**src/rtl/dcl_pkg.sv**
```systemverilog
// Shared constants for the direction-partitioned cluster.
// Assumes four directions and three-input lookup tables.
package dcl_pkg;
    localparam int NDIR     = 4;
    localparam int LUT_K    = 3;
    localparam int LUT_BITS = 1 << LUT_K;
    localparam int SEL_W    = 3;
    localparam int LCFG_W   = LUT_BITS + 1;
    localparam int RCFG_W   = LUT_K * SEL_W;

    localparam logic [SEL_W-1:0] SRC_ZERO   = 3'd0;
    localparam logic [SEL_W-1:0] SRC_SAME   = 3'd1;
    localparam logic [SEL_W-1:0] SRC_REG_N  = 3'd2;
    localparam logic [SEL_W-1:0] SRC_REG_E  = 3'd3;
    localparam logic [SEL_W-1:0] SRC_REG_S  = 3'd4;
    localparam logic [SEL_W-1:0] SRC_REG_W  = 3'd5;
    localparam logic [SEL_W-1:0] SRC_ONE    = 3'd6;
    localparam logic [SEL_W-1:0] SRC_SAME_N = 3'd7;
endpackage

```
**src/rtl/cfg_chain.sv**
```systemverilog
// Shadowed serial configuration chain.
// The shadow shifts toward bit 0 when shift is high. The active copy
// takes the pre-edge shadow when act is high. Assumes a synchronous
// active-low reset.
module cfg_chain #(
    parameter int W = 36
) (
    input  logic         clk,
    input  logic         rst_n,
    input  logic         sin,
    input  logic         shift,
    input  logic         act,
    output logic         sout,
    output logic [W-1:0] active
);
    logic [W-1:0] shadow;

    // Shadow register: serial load, top bit first in, bit 0 first out.
    always_ff @(posedge clk) begin
        if (!rst_n)     shadow <= '0;
        else if (shift) shadow <= {sin, shadow[W-1:1]};
    end

    // Active register: whole-word copy on activate.
    always_ff @(posedge clk) begin
        if (!rst_n)   active <= '0;
        else if (act) active <= shadow;
    end

    assign sout = shadow[0];

    AST_ACT_COPY: assert property (@(posedge clk) disable iff (!rst_n)
        act |=> active == $past(shadow));
    AST_ACT_HOLD: assert property (@(posedge clk) disable iff (!rst_n)
        !act |=> $stable(active));
    AST_SHIFT_IN: assert property (@(posedge clk) disable iff (!rst_n)
        shift |=> (shadow[W-1] == $past(sin)) && (shadow[W-2:0] == $past(shadow[W-1:1])));
endmodule

```
**src/rtl/func_unit.sv**
```systemverilog
// One direction's function unit: three input multiplexers, a lookup
// table, a flip-flop and an output mode select. Assumes the only
// combinational lane it sees is its own direction's; every other
// source is a registered unit output.
module func_unit
    import dcl_pkg::*;
(
    input  logic              clk,
    input  logic              rst_n,
    input  logic [LCFG_W-1:0] lcfg,
    input  logic [RCFG_W-1:0] rcfg,
    input  logic              same_in,
    input  logic [NDIR-1:0]   regs,
    output logic              q,
    output logic              y
);
    logic [LUT_K-1:0] lut_idx;
    logic             lut_o;

    // Input multiplexers, one per table input.
    for (genvar k = 0; k < LUT_K; k++) begin : g_in
        logic [SEL_W-1:0] sel;
        assign sel = rcfg[k*SEL_W +: SEL_W];
        always_comb begin
            case (sel)
                SRC_ZERO:   lut_idx[k] = 1'b0;
                SRC_SAME:   lut_idx[k] = same_in;
                SRC_REG_N:  lut_idx[k] = regs[0];
                SRC_REG_E:  lut_idx[k] = regs[1];
                SRC_REG_S:  lut_idx[k] = regs[2];
                SRC_REG_W:  lut_idx[k] = regs[3];
                SRC_ONE:    lut_idx[k] = 1'b1;
                default:    lut_idx[k] = ~same_in;
            endcase
        end
    end

    // Table lookup.
    assign lut_o = lcfg[lut_idx];

    // Unit flip-flop: captures the table result every cycle.
    always_ff @(posedge clk) begin
        if (!rst_n) q <= 1'b0;
        else        q <= lut_o;
    end

    // Output mode: registered or direct.
    assign y = lcfg[LUT_BITS] ? q : lut_o;
endmodule

```
**src/rtl/rb_shifter.sv**
```systemverilog
// Readback snapshot register. A load captures parallel data; otherwise
// a shift moves it toward bit 0 with zero fill. Load has priority.
module rb_shifter #(
    parameter int W = 4
) (
    input  logic         clk,
    input  logic         rst_n,
    input  logic         load,
    input  logic         shift,
    input  logic [W-1:0] pdata,
    output logic         sout
);
    logic [W-1:0] sr;

    // Snapshot and serial shift.
    always_ff @(posedge clk) begin
        if (!rst_n)     sr <= '0;
        else if (load)  sr <= pdata;
        else if (shift) sr <= {1'b0, sr[W-1:1]};
    end

    assign sout = sr[0];

    AST_RB_LOAD: assert property (@(posedge clk) disable iff (!rst_n)
        load |=> sr == $past(pdata));
    AST_RB_SHIFT: assert property (@(posedge clk) disable iff (!rst_n)
        (!load && shift) |=> sr[W-1] == 1'b0);
endmodule

```
**src/rtl/dir_cluster.sv**
```systemverilog
// Top of the cluster: two shadowed configuration chains, four
// function units and a readback shifter. Assumes tiles are chained
// lane by lane in the same direction, so the only combinational path
// is nb_in[d] to nb_out[d].
module dir_cluster
    import dcl_pkg::*;
(
    input  logic       clk,
    input  logic       rst_n,
    input  logic [3:0] nb_in,
    output logic [3:0] nb_out,
    input  logic       lcfg_sin,
    input  logic       lcfg_shift,
    output logic       lcfg_sout,
    input  logic       rcfg_sin,
    input  logic       rcfg_shift,
    output logic       rcfg_sout,
    input  logic       cfg_activate,
    input  logic       rb_load,
    input  logic       rb_shift,
    output logic       rb_sout
);
    localparam int LW = NDIR * LCFG_W;
    localparam int RW = NDIR * RCFG_W;

    logic [LW-1:0]   lcfg_act;
    logic [RW-1:0]   rcfg_act;
    logic [NDIR-1:0] unit_q;

    // Logic configuration chain.
    cfg_chain #(.W(LW)) u_lchain (
        .clk(clk), .rst_n(rst_n), .sin(lcfg_sin), .shift(lcfg_shift),
        .act(cfg_activate), .sout(lcfg_sout), .active(lcfg_act)
    );

    // Routing configuration chain.
    cfg_chain #(.W(RW)) u_rchain (
        .clk(clk), .rst_n(rst_n), .sin(rcfg_sin), .shift(rcfg_shift),
        .act(cfg_activate), .sout(rcfg_sout), .active(rcfg_act)
    );

    // One function unit per direction.
    for (genvar d = 0; d < NDIR; d++) begin : g_unit
        func_unit u_fu (
            .clk(clk), .rst_n(rst_n),
            .lcfg(lcfg_act[d*LCFG_W +: LCFG_W]),
            .rcfg(rcfg_act[d*RCFG_W +: RCFG_W]),
            .same_in(nb_in[d]), .regs(unit_q),
            .q(unit_q[d]), .y(nb_out[d])
        );
    end

    // Readback of the unit flip-flops.
    rb_shifter #(.W(NDIR)) u_rb (
        .clk(clk), .rst_n(rst_n), .load(rb_load), .shift(rb_shift),
        .pdata(unit_q), .sout(rb_sout)
    );

    AST_OUT_KNOWN: assert property (@(posedge clk) disable iff (!rst_n)
        !$isunknown(nb_out));
    AST_SOUT_KNOWN: assert property (@(posedge clk) disable iff (!rst_n)
        !$isunknown({lcfg_sout, rcfg_sout, rb_sout}));
endmodule

```
**config.mk**
```make
export PLATFORM = sky130hd
export DESIGN_NAME = dir_cluster
export DESIGN_NICKNAME = d
export VERILOG_FILES = /design/src/rtl/dcl_pkg.sv /design/src/rtl/cfg_chain.sv /design/src/rtl/func_unit.sv /design/src/rtl/rb_shifter.sv /design/src/rtl/dir_cluster.sv
export SDC_FILE = /design/constraint.sdc
export NUM_CORES = 1
export LEC_CHECK = 0
export BUFFER_PORTS_ARGS = -buffer_cell sky130_fd_sc_hd__buf_2
export CORE_UTILIZATION = 60
export DETAILED_ROUTE_END_ITERATION = 16
export GPL_TIMING_DRIVEN = 0
export HOLD_SLACK_MARGIN = 0.08
export PLACE_DENSITY = 0.77
export SKIP_CTS_REPAIR_TIMING = 1
export SLEW_MARGIN = 20
export SYNTH_ARGS = -nofsm -noshare
export SYNTH_HDL_FRONTEND = slang
export SYNTH_SLANG_ARGS = --single-unit
```
**constraint.sdc**
```tcl
create_clock -name clk -period 2.8 [get_ports clk]
set_input_delay 0.42 -clock clk [delete_from_list [all_inputs] [get_ports clk]]
set_output_delay 0.42 -clock clk [all_outputs]
set_load 0.02 [all_outputs]
```
# Word level (Yosys, flattened, before mapping)
# Cells that the tools add are included.
# totals
wordCells,128
out_inout_bits,7
register_bits,152
# classes
mux,26
reduce_logical,13
n_bitwise,4
magnitude_cmp,4
eq_ne,72
# ops
cell,n
$eq A3 B3 Y1 const B,36
$pmux W1 S7,12
$eq A3 B2 Y1 const B,24
$eq A3 B1 Y1 const B,12
$logic_not A3 Y1,12
$lt A3 B5 Y1 const B,4
$bmux W1 S3,4
$mux W1,8
$mux W4,2
$not A1 Y1,4
$reduce_bool A2 Y1,1

# Logic depth before layout (Yosys ltp)
# depth
ltp_word,5
depth_mapped,8
mapped_depth_nobuf,6

# Hierarchy
# From an unflattened synthesis, not the netlist that was laid out.
# hier_totals
cells_unflattened,684
area_unflattened_um2,7105.6
# by_module_without_submodules
mod,seq_area_each_um2,cells_each,n_inst,area_each_um2
cfg_chain,1441.4,232,2,2786.4
func_unit,20.0,51,4,336.6
rb_shifter,80.1,16,1,186.4

# Worst setup path before layout
# OpenSTA, ideal clock, no wires.
# synth_timing
path_type,register to output
from,reg g_unit[1].u_fu.q
to,out nb_out[0]
stages_incl_launch_ff,8
t_required_ns,2.380
slack_ns,0.634
t_arrival_ns,1.746
n_path_buf,2
path_cell_list,dfxtp_1 buf_2 o211a_1 o21ai_4 mux2_1 o32ai_1 a211oi_1 buf_4
# synth_via
elab_chain_len,4
elab_cells_between_ends,6
classes_between,mux: 6
# synth_rtl
element,line,source
"start, declared",func_unit.sv:14,"output logic q,"
"start signal, assigned",func_unit.sv:44,else q <= lut_o;
$pmux W1 S7,func_unit.sv:25,case (sel)
$bmux W1 S3 *,func_unit.sv:39,assign lut_o = lcfg[lut_idx];
$mux W1 (implied by the code) *,func_unit.sv:39,
$mux W1 *,func_unit.sv:48,assign y = lcfg[LUT_BITS] ? q : lut_o;
"end, declared",dir_cluster.sv:11,"output logic [3:0] nb_out,"
# Every way passes the cells marked *; elsewhere a longest branch is shown, timed or not. The select of a mux whose other input is x is not followed.

# Worst setup path after layout
# layout_timing
from,reg g_unit[2].u_fu.q
to,out nb_out[2]
# layout_via
elab_chain_len,4
elab_cells_between_ends,6
classes_between,mux: 6
# layout_rtl
element,line
"start, declared",func_unit.sv:14
"start signal, assigned",func_unit.sv:44
$pmux W1 S7,func_unit.sv:25
$bmux W1 S3,func_unit.sv:39
$mux W1 (implied by the code),func_unit.sv:39
$mux W1 *,func_unit.sv:48
# Marks and branches as above.

==> out/qor.csv <==
metric,value,unit
grt_pass1_vias,4909,
area_growth,18.6,%
drive_gt1_share,17.1,%
n_antenna_cell,0,
core_area,11100,um2
vdd_ir_drop_max,615,uV
critPathRequiredTime,2380,ps
synth-xor-area-share,0,%
grt_use_total,26.1,%
yosys_most_used_dff,dfxtp_1,
synth_compound_area_share,9.79,%
fmax,353,MHz
drt-met1-wl,6960,um
fin_crit,2830,ps
layout_commonest_cell,nor2b_1,
wl_per_cell,16.9,um
synth_area,6960,um2
rsz0062_at_grt,yes,
critPathMaxFanout,6,
crit_type,flip-flop to output port,
setup_ws,-30.5,ps
p_per_area,574,nW/um2
synth_top_area_share,43.7,%
drt-total-wl,15000,um
grt_max_degree,17,
setup_violations,1,
synthTopCellsByArea,"dfxtp_1, mux2i_1, nor2b_1",
yosys.cell_types.count,45,
async_flop_share,0,%
power,4.74,mW
vias,4965,
portBuffers,15,
yosys_warnings,0,
clock_skew,13.4,ps
critPathArrivalTime,2410,ps
dpl.hpwl,9950,um
worst_pin_slew,827,ps
timing.final.crit_share,101,%
violations,setup timing,
dieArea,12000,um2
cp-start-kind,flip-flop,
grt_first_pass_wirelength,23600,um
status,finished with violations,
boundaryPins,20,
wl_met2,7060,um
leakagePower,3.39,nW
route.detailed.drc,0,
met3_length,515,um
rrSetupSlack,880,ps
cts_tree,done,
tns,-30.5,ps
synth-edff-count,0,
top_layer,met4,
clk_latency,430,ps
avgSynthCellArea,10.3,um2
yosysTopAreaCell,dfxtp_1,
synth_simple_gate_area_share,20.4,%
viasPerCell,5.59,
drv_cap,0,
final_max_slew_viol_count,0,
syn-num-nets,691,
worstRegToRegCells,6,
num_rows,38,
hold_depth,3,
timing.critical_path.from,g_unit[2].u_fu.q,
dieWidth,110,um
synth_cells,678,
nNetsFinal,748,
layout_common_cells,"nor2b_1, mux2i_1, dfxtp_1",
htreeDepth,4,
path_clk_slew,60,ps
end_kind,output port,
synth_fa_ha_area_share,0,%
hp-start,lcfg_sin,
synth_mux_area_share,23.1,%
ys_seq_area_share,43.7,%
cts_buffers,17,
synth-seq-cells,152,
hold_path_class,input pin to flip-flop,
dieHeight,110,um
finalHoldViolations,0,
routabilityCongestion,0.758,
synth_top_family_by_area,multiplexers,
antenna_found_initial,0,
overflow,0,
drtAntennaViolNets,0,
clk_path_buf_depth,2,
dr.pass1.iters,4,
cts_sinks,152,
maxSlewHeadroom,44.9,%
post-place-ws,141,ps
start_util,62.9,%
timing.rr.start,g_unit[1].u_fu.q,
cts-root-buf,clkbuf_16,
drt_iter0_markers,185,
==> cells by family (layout without fill, tap and decap cells) <==
kind of cell | Yosys count | count (layout)
DFF | 152 | 152
and+or+nand+nor | 235 | 235
buffers and inverters | 44 | 114
muxes | 160 | 160
AOI/OAI and AO/OA | 87 | 87
==> registers in the layout, indices dropped and copies added (netlist names) <==
register / cells
u_lchain.shadow: 36
u_rchain.shadow: 36
u_lchain.active: 36
u_rb.sr: 4
u_rchain.active: 36
g_unit.u_fu.q: 4
==> metrics by stage <==
step / instance area [um2] / cells / hold WS (ps) / util, %
2_1_floorplan: 6960 / 678 / 475 / -
3_3_place_gp: 7210 / 833 / 489 / 65.1
3_5_place_dp: 7210 / 833 / 506 / 65.1
4_1_cts: 7830 / 865 / 239 / 70.6
5_1_grt: 8260 / 888 / 292 / 74.6
6_report: 8260 / 888 / 251 / 74.6
==> worst max-delay path: stages (launching register included) <==
cell      delay, ps
dfxtp_4         380
buf_12          150
a211oi_4        260
nor3_4           70
o21a_4          160
mux2i_2         160
mux2_4          280
o311ai_2        260
buf_4           160
buf_6           110
==> final cells by class <==
type / instances / area (um2)
Buffer: 39 / 224
Sequential cell: 152 / 3070
Inverter: 4 / 15.0
Clock buffer: 20 / 437
Fill cell: 779 / 2820
Timing Repair Buffer: 39 / 309
Tap cell: 140 / 175
Multi-Input combinational cell: 482 / 3860
Clock inverter: 12 / 175
==> metal layers <==
metal	track usage (%)	vias up
met1	32.5	2374
li1	-	2475
met5	0	-
met4	14.0	0
met3	6.11	31
met2	41.8	85
==> path summary, 6_finish.rpt <==
kind,end
hold reg to reg,u_lchain.active[32]
setup / recovery,nb_out[2]
setup reg to reg,g_unit[3].u_fu.q
hold / removal,u_lchain.shadow[35]
==> power by group <==
group	internal, mW	switching [mW]
sequential	2.16	0.00520
combinational	0.0920	0.104
clock	1.49	0.890
total	3.74	1.00
==> cells in the mapped netlist (2+ instances only) <==
| library cell | n |
|---|---|
| a22o_1 | 6 |
| nor3_1 | 20 |
| nor2b_1 | 155 |
| nand2_1 | 18 |
| and2_1 | 8 |
| a21oi_1 | 11 |
| buf_4 | 6 |
| a21boi_1 | 2 |
| a221oi_1 | 3 |
| a31o_1 | 3 |
| o21ai_4 | 3 |
| a211oi_1 | 11 |
| a31oi_1 | 2 |
| or3_1 | 3 |
| o21ai_0 | 13 |
| dfxtp_1 | 152 |
| o211a_1 | 10 |
| buf_2 | 10 |
| o21ai_1 | 5 |
| o21a_1 | 7 |
| clkbuf_1 | 19 |
| inv_1 | 4 |
| nand3b_1 | 2 |
| buf_1 | 4 |
| nor3b_1 | 5 |
| o32ai_1 | 3 |
| nand2b_1 | 9 |
| nor3_2 | 4 |
| nand4_1 | 2 |
| mux2i_1 | 153 |
| nor2_1 | 6 |
| mux2_1 | 6 |
No activity file was read; power rests on OpenSTA's default activity.
